--- config.mk ---
export PLATFORM = sky130hd
export DESIGN_NAME = dual_product_accum
export DESIGN_NICKNAME = d
export VERILOG_FILES = /design/src/rtl/dpm_pkg.sv /design/src/rtl/dpm_product_stage.sv /design/src/rtl/dpm_casc_line.sv /design/src/rtl/dpm_accum.sv /design/src/rtl/dpm_out_word.sv /design/src/rtl/dual_product_accum.sv
export SDC_FILE = /design/constraint.sdc
export NUM_CORES = 1
export LEC_CHECK = 0
export BUFFER_PORTS_ARGS = -buffer_cell sky130_fd_sc_hd__buf_4
export CAP_MARGIN = 20
export CORE_UTILIZATION = 60
export DETAILED_ROUTE_END_ITERATION = 8
export HOLD_SLACK_MARGIN = 0.02
export PLACE_DENSITY = 0.81
export SLEW_MARGIN = 20
export SYNTH_ARGS = -nofsm -noshare
export SYNTH_HDL_FRONTEND = slang
export SYNTH_SLANG_ARGS = --single-unit
--- constraint.sdc ---
create_clock -name clk -period 6.01 [get_ports clk]
set_input_delay 0.601 -clock clk [delete_from_list [all_inputs] [get_ports clk]]
set_output_delay 0.601 -clock clk [all_outputs]
set_load 0.02 [all_outputs]
--- src/rtl/dpm_pkg.sv ---
package dpm_pkg;
  // Per-item controls that travel with the operands down the pipe.
  typedef struct packed {
    logic vld;
    logic neg_ab;
    logic neg_cd;
    logic round_en;
    logic accum;
    logic casc_fast;
  } dpm_ctrl_t;
endpackage

--- src/rtl/dpm_product_stage.sv ---
module dpm_product_stage
  import dpm_pkg::*;
#(
  parameter int DW = 12,
  parameter int PW = 2 * DW
) (
  input  logic                 clk,
  input  logic                 rst,
  input  logic [4*DW-1:0]      opd_bus,
  input  dpm_ctrl_t            ctrl_in,
  output logic signed [PW-1:0] sum_out,
  output dpm_ctrl_t            ctrl_out
);
  localparam int NLANE = 2;

  logic [DW-1:0]        x_q    [NLANE];
  logic [DW-1:0]        y_q    [NLANE];
  logic signed [PW-1:0] prod_q [NLANE];
  logic signed [PW-1:0] term   [NLANE];
  logic                 neg_sel[NLANE];
  dpm_ctrl_t            c1_q, c2_q;

  assign neg_sel[0] = c2_q.neg_ab;
  assign neg_sel[1] = c2_q.neg_cd;

  // One lane per multiplier: capture, multiply, apply sign.
  for (genvar g = 0; g < NLANE; g++) begin : g_lane
    always_ff @(posedge clk) begin
      if (rst) begin
        x_q[g]    <= '0;
        y_q[g]    <= '0;
        prod_q[g] <= '0;
      end else begin
        x_q[g]    <= opd_bus[(2*g)*DW +: DW];
        y_q[g]    <= opd_bus[(2*g+1)*DW +: DW];
        prod_q[g] <= PW'($signed(x_q[g])) * PW'($signed(y_q[g]));
      end
    end
    assign term[g] = neg_sel[g] ? -prod_q[g] : prod_q[g];
  end

  always_ff @(posedge clk) begin
    if (rst) begin
      c1_q     <= '0;
      c2_q     <= '0;
      ctrl_out <= '0;
      sum_out  <= '0;
    end else begin
      c1_q     <= ctrl_in;
      c2_q     <= c1_q;
      ctrl_out <= c2_q;
      sum_out  <= term[0] + term[1];
    end
  end
endmodule

--- src/rtl/dpm_casc_line.sv ---
module dpm_casc_line #(
  parameter int CW    = 16,
  parameter int DEPTH = 4
) (
  input  logic          clk,
  input  logic          rst,
  input  logic [CW-1:0] word_in,
  input  logic          ign_in,
  output logic [CW-1:0] first_word,
  output logic          first_ign,
  output logic [CW-1:0] last_word,
  output logic          last_ign
);
  logic [CW-1:0] w_q [DEPTH];
  logic          i_q [DEPTH];

  for (genvar k = 0; k < DEPTH; k++) begin : g_tap
    if (k == 0) begin : g_head
      always_ff @(posedge clk) begin
        if (rst) begin
          w_q[k] <= '0;
          i_q[k] <= 1'b1;
        end else begin
          w_q[k] <= word_in;
          i_q[k] <= ign_in;
        end
      end
    end else begin : g_body
      always_ff @(posedge clk) begin
        if (rst) begin
          w_q[k] <= '0;
          i_q[k] <= 1'b1;
        end else begin
          w_q[k] <= w_q[k-1];
          i_q[k] <= i_q[k-1];
        end
      end
    end
  end

  assign first_word = w_q[0];
  assign first_ign  = i_q[0];
  assign last_word  = w_q[DEPTH-1];
  assign last_ign   = i_q[DEPTH-1];
endmodule

--- src/rtl/dpm_accum.sv ---
module dpm_accum
  import dpm_pkg::*;
#(
  parameter int ACCW = 24,
  parameter int CW   = 16,
  parameter int OW   = 16
) (
  input  logic                   clk,
  input  logic                   rst,
  input  logic signed [ACCW-1:0] sum_in,
  input  dpm_ctrl_t              ctrl_in,
  input  logic [CW-1:0]          slow_word,
  input  logic                   slow_ign,
  input  logic [CW-1:0]          fast_word,
  input  logic                   fast_ign,
  output logic [ACCW-1:0]        acc_q,
  output logic                   acc_vld
);
  localparam int RB = ACCW - OW - 1;
  localparam int SH = ACCW - CW;
  localparam logic [ACCW-1:0] HALF = ACCW'(1) << RB;

  logic [ACCW-1:0] s4_q;
  dpm_ctrl_t       c4_q;
  logic [CW-1:0]   csel_word;
  logic            csel_ign;
  logic [ACCW-1:0] casc_term;
  logic [ACCW-1:0] base;

  // Rounding stage: only a fresh sum receives the half-LSB constant.
  always_ff @(posedge clk) begin
    if (rst) begin
      s4_q <= '0;
      c4_q <= '0;
    end else begin
      s4_q <= sum_in + ((ctrl_in.round_en && !ctrl_in.accum) ? HALF : '0);
      c4_q <= ctrl_in;
    end
  end

  assign csel_word = c4_q.casc_fast ? fast_word : slow_word;
  assign csel_ign  = c4_q.casc_fast ? fast_ign  : slow_ign;
  assign casc_term = csel_ign ? '0 : {csel_word, {SH{1'b0}}};
  assign base      = c4_q.accum ? acc_q : '0;

  always_ff @(posedge clk) begin
    if (rst) begin
      acc_q   <= '0;
      acc_vld <= 1'b0;
    end else begin
      acc_vld <= c4_q.vld;
      if (c4_q.vld) acc_q <= base + s4_q + casc_term;
    end
  end
endmodule

--- src/rtl/dpm_out_word.sv ---
module dpm_out_word #(
  parameter int ACCW = 24,
  parameter int OW   = 16
) (
  input  logic            clk,
  input  logic            rst,
  input  logic [ACCW-1:0] acc_in,
  input  logic            acc_vld,
  input  logic            show_high,
  output logic [OW-1:0]   word_q,
  output logic            word_vld
);
  logic [OW-1:0] hi_q, lo_q;
  logic          next_lo_q;

  always_ff @(posedge clk) begin
    if (rst) begin
      hi_q      <= '0;
      lo_q      <= '0;
      word_q    <= '0;
      word_vld  <= 1'b0;
      next_lo_q <= 1'b1;
    end else if (show_high) begin
      hi_q      <= acc_in[ACCW-1 -: OW];
      lo_q      <= acc_in[OW-1:0];
      word_q    <= acc_in[ACCW-1 -: OW];
      word_vld  <= acc_vld;
      next_lo_q <= 1'b1;
    end else begin
      word_q    <= next_lo_q ? lo_q : hi_q;
      next_lo_q <= !next_lo_q;
    end
  end
endmodule

--- src/rtl/dual_product_accum.sv ---
module dual_product_accum
  import dpm_pkg::*;
#(
  parameter int DW = 12,
  parameter int CW = 16,
  parameter int OW = 16
) (
  input  logic          clk,
  input  logic          rst,
  input  logic          in_valid,
  input  logic [DW-1:0] opd_a,
  input  logic [DW-1:0] opd_b,
  input  logic [DW-1:0] opd_c,
  input  logic [DW-1:0] opd_d,
  input  logic          neg_ab,
  input  logic          neg_cd,
  input  logic          round_en,
  input  logic          accum,
  input  logic [CW-1:0] casc_word,
  input  logic          casc_ignore,
  input  logic          casc_fast,
  input  logic          show_high,
  input  logic          out_en,
  output logic [OW-1:0] out_word,
  output logic          out_valid
);
  localparam int ACCW       = 2 * DW;
  localparam int CASC_DEPTH = 4;

  dpm_ctrl_t              ctrl_in, ctrl3;
  logic signed [ACCW-1:0] sum3;
  logic [CW-1:0]          c_first_w, c_last_w;
  logic                   c_first_i, c_last_i;
  logic [ACCW-1:0]        acc;
  logic                   acc_vld;
  logic                   word_vld;

  always_comb begin
    ctrl_in.vld       = in_valid;
    ctrl_in.neg_ab    = neg_ab;
    ctrl_in.neg_cd    = neg_cd;
    ctrl_in.round_en  = round_en;
    ctrl_in.accum     = accum;
    ctrl_in.casc_fast = casc_fast;
  end

  dpm_product_stage #(.DW(DW), .PW(ACCW)) u_prod (
    .clk(clk), .rst(rst),
    .opd_bus({opd_d, opd_c, opd_b, opd_a}),
    .ctrl_in(ctrl_in),
    .sum_out(sum3),
    .ctrl_out(ctrl3)
  );

  dpm_casc_line #(.CW(CW), .DEPTH(CASC_DEPTH)) u_casc (
    .clk(clk), .rst(rst),
    .word_in(casc_word), .ign_in(casc_ignore),
    .first_word(c_first_w), .first_ign(c_first_i),
    .last_word(c_last_w), .last_ign(c_last_i)
  );

  dpm_accum #(.ACCW(ACCW), .CW(CW), .OW(OW)) u_acc (
    .clk(clk), .rst(rst),
    .sum_in(sum3), .ctrl_in(ctrl3),
    .slow_word(c_last_w), .slow_ign(c_last_i),
    .fast_word(c_first_w), .fast_ign(c_first_i),
    .acc_q(acc), .acc_vld(acc_vld)
  );

  dpm_out_word #(.ACCW(ACCW), .OW(OW)) u_out (
    .clk(clk), .rst(rst),
    .acc_in(acc), .acc_vld(acc_vld),
    .show_high(show_high),
    .word_q(out_word), .word_vld(word_vld)
  );

  assign out_valid = word_vld & out_en;
endmodule

After elaboration in Yosys (flattened, before gate mapping)
Memory sizes are Yosys's and may differ from the RTL's.
Index checks and enable logic that the tools add are counted.
- bits in registers: 142
- latch bits: 0
- RAM bits: 164
- ROM bits: 0
- input port bits: 75
- output and inout port bits: 17
- memories kept: 5
- add/sub/neg operators: 6
- multiply operators: 2
- divide/modulo/power cells: 0
- $lt $le $gt $ge: 0
- equal/unequal tests: 0
- shifts and indexed selects: 0
- multiplexer cells: 26
- bitwise operators: 15
- reduce and logical (&&, ||, !) cells: 4
- memory list (name ; words ; width ; rd ports ; clocked after memory_dff ; write ports ; line ; source):
    u_casc.w_q ; 4 ; 16 ; 4 ; 0 ; 4 ; dpm_casc_line.sv:14 ; logic [CW-1:0] w_q [DEPTH];
    u_prod.prod_q ; 2 ; 24 ; 2 ; 0 ; 2 ; dpm_product_stage.sv:18 ; logic signed [PW-1:0] prod_q [NLANE];
    u_prod.x_q ; 2 ; 12 ; 2 ; 0 ; 2 ; dpm_product_stage.sv:16 ; logic [DW-1:0] x_q [NLANE];
    u_prod.y_q ; 2 ; 12 ; 2 ; 0 ; 2 ; dpm_product_stage.sv:17 ; logic [DW-1:0] y_q [NLANE];
    u_casc.i_q ; 4 ; 1 ; 4 ; 0 ; 4 ; dpm_casc_line.sv:15 ; logic i_q [DEPTH];
- operator list (kind ; number):
    2-to-1 mux 24 bit ; 6
    2-to-1 mux 16 bit ; 7
    adder 24 bit ; 4
    multiplier 12 x 12 -> 24 bit ; 2
    2-to-1 mux 12 bit ; 4
    negator 24 bit ; 2
    OR 1 bit ; 14
    2-to-1 mux 1 bit ; 8
    2-to-1 mux 8 bit ; 1
    zero test 1 bit ; 2
    OR reduction 2 bit ; 1
    AND 1 bit ; 1
    logical AND 1 bit ; 1

Longest topological paths before layout
- word-level depth: 4
- gate-level depth with buffers: 21
- depth with buffers taken out: 20

By module
A second synthesis with hierarchy kept.
- cells, all modules: 2568
- area, all modules: 23900.4 um2
- by module, submodules not included (module ; instances ; cells an instance ; area an instance (um2)):
    dpm_product_stage ; 1 ; 1831 ; 16532.1
    dpm_accum ; 1 ; 437 ; 3861.2
    dpm_casc_line ; 1 ; 143 ; 1834.3
    dpm_out_word ; 1 ; 156 ; 1666.6
    dual_product_accum ; 1 ; 1 ; 6.3

Least setup slack after synthesis
OpenSTA, ideal clock, no wires.
- path type: reg2reg
- from: memory u_prod.y_q[1][0]
- to: memory u_prod.prod_q[1][20] (netlist bit)
- data arrival time: 5005 ps
- setup slack: 878 ps
- cell stages (with the launch flop): 19
- path buffers: 1
- clock period less this slack: 5132 ps
- path through: dfxtp_1 -> clkbuf_1 -> nand2_1 -> fa_1 -> inv_1 -> ha_1 -> fa_1 -> inv_1 -> fa_1 -> fa_1 -> inv_1 -> ha_1 -> a21o_1 -> a2111oi_0 -> o31a_1 -> o21ai_0 -> a211oi_1 -> xor2_1 -> nor2_1
- RTL lines (what ; line):
    start: declaration ; dpm_product_stage.sv:17
    end: declaration ; dpm_product_stage.sv:18

==> summary.txt <==
Finish
  – # diodes: 0
  – Sequential Area: about 6000 µm²
  – Final Util: between 60% and 70%
  – # nets final: approximately 3100
  – Filler Cells Inserted: 3071
  – Area of the multi-input gates: ~16000 µm²
  – Final instance area: roughly 26000 µm²
  – Synth-to-Final Area Change: 9.03%
  – Share of cells above drive strength 1: ~7.3%

Logic synthesis
  – Mux cell area share after synthesis: ~3.4%
  – Syn_nets: ~3100
  – Synth Register Bits: between 200 and 300
  – Seq/Total Area, Yosys: between 20% and 30%
  – Ys flop type: dfxtp_1
  – Syn Area/Cell: around 9.2 µm²
  – Synth Area in Compound Gates: about 7.0%
  – Post-synth EDFFs: 0
  – Synth Area in Adders: approximately 33%
  – Synth Instances: 2564
  – Share of synthesized flip-flops with an asynchronous set or reset: 0%
  – Post-synthesis cell area: between 20000 and 25000 µm²
  – Synth Area in Simple Gates: about 18%
  – YS warnings: 0
  – Combinational family with the most area after synthesis: adder cells
  – Xor and xnor area share after synthesis: under 10%
  – Distinct cell type count after synthesis: 70

Placement
  – IO buf count: 91
  – DP HPWL: between 30 and 40 mm
  – Placer's final routability congestion estimate: about 0.92
  – Placed cell area: around 25000 µm²

Routing
  – Number of DRC markers in iteration 0: between 800 and 900
  – Final wirelength: approximately 47 mm
  – Wire per inst: 15.1 µm
  – Vias: around 17000
  – Number of remaining DRC errors: 0
  – Via-per-instance ratio: 5.38
  – 1st-pass router iterations: 5
  – Final ANT Viol Nets: 0

STA
  – Clock skew: roughly 0.023 ns
  – Final period util: 92.6%
  – Finish-stage setup viols: 0
  – RSZ-0062 raised after global routing: false
  – Fin. max-slew vios: 0
  – Tightest Pin Transition: roughly 1.1 ns
  – Max Freq: ~0.18 GHz
  – Setup TNS Final: 0 ns
  – Worst rel slew slack: between 20 and 30%
  – Hold WS: between 0.2 and 0.25 ns
  – Final Hold Vio Count: 0
  – Min cycle time layout: around 5.6 ns

Run
  – Max-cap viol count: 0

Global route
  – Global-route wire length before repair: approximately 81 mm
  – Vias in the first global route: 17500
  – Global Route Usage Sum: approximately 25%
  – GRT overflow: 0
  – Largest net degree at the start of global routing: between 150 and 200
  – Initial antenna violation count: 0

Power
  – Leak Pwr: between 0.01 and 0.015 µW
  – Power per standard cell area: approximately 270 nW/µm²
  – Total chip power: 7030 µW
  – Max VDD drop: roughly 0.17 mV

Worst setup path
  – Cell-by-cell listing of the critical path: nand2_1, fa_1, inv_1, ha_1, inv_1, fa_1, inv_1, ha_1, inv_1, fa_1, inv_1, ha_1, a21o_1, a21o_1, a2111oi_1, o31a_1, o21ai_0, a21oi_1, nor4_1, a211o_1
  – CP required: ~6.4 ns
  – WP depth: 20
  – Crit Path Class: reg2reg
  – WP data arrival: approximately 6.0 ns
  – Crit start category: flip-flop
  – R2R Setup Slk: ~0.44 ns
  – Crit path capture type: flip-flop
  – R2r worst-path depth: 20
  – Critical path buffers and inverters: 5
  – Slowest Stage Delay on Critical Path: roughly 0.67 ns
  – Most used cell, CP: inv_1
  – Kind of cell adding the most delay to the critical path: adder cells
  – Slowest cell on crit path: a2111oi_1
  – Worst-path fanout max: 12

Clock tree
  – Clock buffer depth: 3
  – Clk slew on worst S/H paths: about 0.060 ns
  – Clk sinks: slightly below 300
  – Clock latency on the worst-skew pair: approximately 0.56 ns
  – Setup bufs post-CTS: 0
  – CTS tree: yes
  – CTS root buffer: clkbuf_16
  – Hold Buf Count CTS: 0
  – Cts bufs inserted: 35
  – H-tree depth: 2

Die
  – Initial Util: between 60 and 70%
  – Die H: roughly 200 µm
  – Die width: roughly 200 µm
  – Core area: between 30000 and 40000 µm²
  – # rows: roughly 70
  – DIE AREA: 40100 µm²
  – I/O Pins: 92

Worst hold path
  – Cell depth of the worst min-delay path: 2
  – Hold Crit Class: in2reg

Run status
  – Outcome: finished clean
-- where the power goes --
group | switching (µW) | internal (µW) | total, µW | leakage, µW
Sequential | 210 | 2190 | 2400 | 0.00245
Combinational | 1410 | 1110 | 2530 | 0.00921
Clock | 849 | 1250 | 2100 | 0.000552
-- worst reg2reg max path, stage by stage, from the launching register on --
cell	delay, ns
dfxtp_1	0.61
nand2_1	0.18
fa_1	0.57
inv_1	0.05
ha_1	0.27
inv_1	0.05
fa_1	0.49
inv_1	0.04
ha_1	0.26
inv_1	0.05
fa_1	0.52
inv_1	0.05
ha_1	0.27
a21o_1	0.16
a21o_1	0.22
a2111oi_1	0.67
o31a_1	0.30
o21ai_0	0.16
a21oi_1	0.22
nor4_1	0.07
a211o_1	0.25
-- per-layer routing --
metal  wire length, µm  GRT usage (%)
met1             19100           29.4
met2             24100           43.9
met3              2140           3.45
met4              1910           11.4
met5                 0              0
-- cell usage in the layout (no fill, tap or decap), types with 5 or more instances in the layout --
master | netlist | final
nand4_1 | 8 | 8
a21o_1 | 23 | 23
inv_1 | 391 | 391
and3_1 | 7 | 7
nand3_1 | 21 | 21
and2_1 | 96 | 96
xor2_1 | 39 | 39
or3_1 | 14 | 14
o21ai_0 | 56 | 55
fa_1 | 293 | 293
o41ai_1 | 8 | 8
nor2_1 | 192 | 192
a31oi_1 | 8 | 8
o31ai_1 | 10 | 10
o21bai_1 | 6 | 6
mux2i_1 | 60 | 60
o211ai_1 | 8 | 8
mux2_2 | 18 | 18
nand2b_1 | 21 | 21
or2_2 | 9 | 9
a211oi_1 | 17 | 17
o21a_1 | 10 | 10
clkbuf_1 | 94 | 10
nand2_1 | 262 | 262
dfxtp_1 | 298 | 298
nor3_1 | 24 | 24
buf_4 | 0 | 99
ha_1 | 159 | 159
a21oi_1 | 67 | 67
xnor2_1 | 96 | 96
nor2b_1 | 163 | 163
clkinv_2 | 0 | 5
clkbuf_16 | 0 | 36
-- cells by family after synthesis --
family,count (synthesis)
buffers and inverters,501
flip-flops,298
AND/OR/NAND/NOR,850
multiplexers,78
XOR/XNOR,136
AO/OA/AOI/OAI,249
adder cells (fa/ha/maj),452
-- path summary, 6_finish.rpt --
path | start | to
worst max-delay path | u_prod.x_q[1][6] | u_prod.prod_q[1][22]
worst min-delay path | casc_ignore | u_casc.i_q[0][0]
worst min register to register | u_casc.i_q[1][0] | u_casc.i_q[1][1]
worst max register to register | u_prod.x_q[1][6] | u_prod.prod_q[1][22]
-- synth_stat cells, drive strengths merged, types with 3 or more instances --
| cell type | n | area, µm² |
|---|---|---|
| a2111oi | 3 | 26.3 |
| a211o | 4 | 35.0 |
| a211oi | 17 | 128 |
| a21o | 23 | 173 |
| a21oi | 67 | 335 |
| a31oi | 8 | 50.1 |
| a41oi | 3 | 26.3 |
| and2 | 96 | 601 |
| and3 | 7 | 43.8 |
| and4 | 4 | 35.0 |
| buf | 14 | 63.8 |
| clkbuf | 94 | 353 |
| dfxtp | 298 | 5970 |
| fa | 293 | 5870 |
| ha | 159 | 1990 |
| inv | 391 | 1470 |
| mux2 | 18 | 203 |
| mux2i | 60 | 601 |
| nand2 | 262 | 983 |
| nand2b | 21 | 131 |
| nand3 | 21 | 105 |
| nand4 | 8 | 50.1 |
| nor2 | 192 | 721 |
| nor2b | 163 | 1020 |
| nor3 | 24 | 120 |
| nor3b | 4 | 30.0 |
| nor4 | 4 | 25.0 |
| o211ai | 8 | 60.1 |
| o21a | 10 | 75.1 |
| o21ai | 56 | 280 |
| o21bai | 6 | 45.0 |
| o311ai | 3 | 26.3 |
| o31a | 3 | 26.3 |
| o31ai | 11 | 96.3 |
| o41ai | 9 | 97.6 |
| or2 | 11 | 71.3 |
| or3 | 15 | 98.8 |
| or3b | 3 | 28.8 |
| or4 | 7 | 63.8 |
| xnor2 | 97 | 857 |
| xor2 | 39 | 342 |
-- layout make-up --
type | instances | share of cell area (%)
inverter | 393 | 5.74
multi-input combinational | 1765 | 61.1
clock buffer | 50 | 3.87
timing repair buffer | 100 | 2.95
clock inverter | 13 | 0.555
sequential | 298 | 23.2
tap | 518 | 2.52
-- flip-flops by register name (all words and copies together), names as in the netlist, 8 cells and up --
| register | flops |
|---|---|
| u_acc.acc_q | 24 |
| u_acc.s4_q | 24 |
| u_casc.w_q | 64 |
| u_out.hi_q | 16 |
| u_out.lo_q | 8 |
| u_out.word_q | 16 |
| u_prod.prod_q | 48 |
| u_prod.sum_out | 24 |
| u_prod.x_q | 24 |
| u_prod.y_q | 24 |
-- repair_timing --
action                                  in CTS  in global routing
hold endpoints to repair                     0                  0
endpoints found under the setup margin       0                  5
resized for setup                            0                  3
-- stage by stage --
| step | std cells | setup WS, ns |
|---|---|---|
| after floorplan | 2564 | 0.878 |
| after global placement | 3074 | 0.540 |
| after detailed placement | 3074 | 0.388 |
| after CTS | 3137 | 0.276 |
| after global routing | 3137 | 0.0345 |
| final | 3137 | 0.444 |
Power figures use the tool's default switching activity.
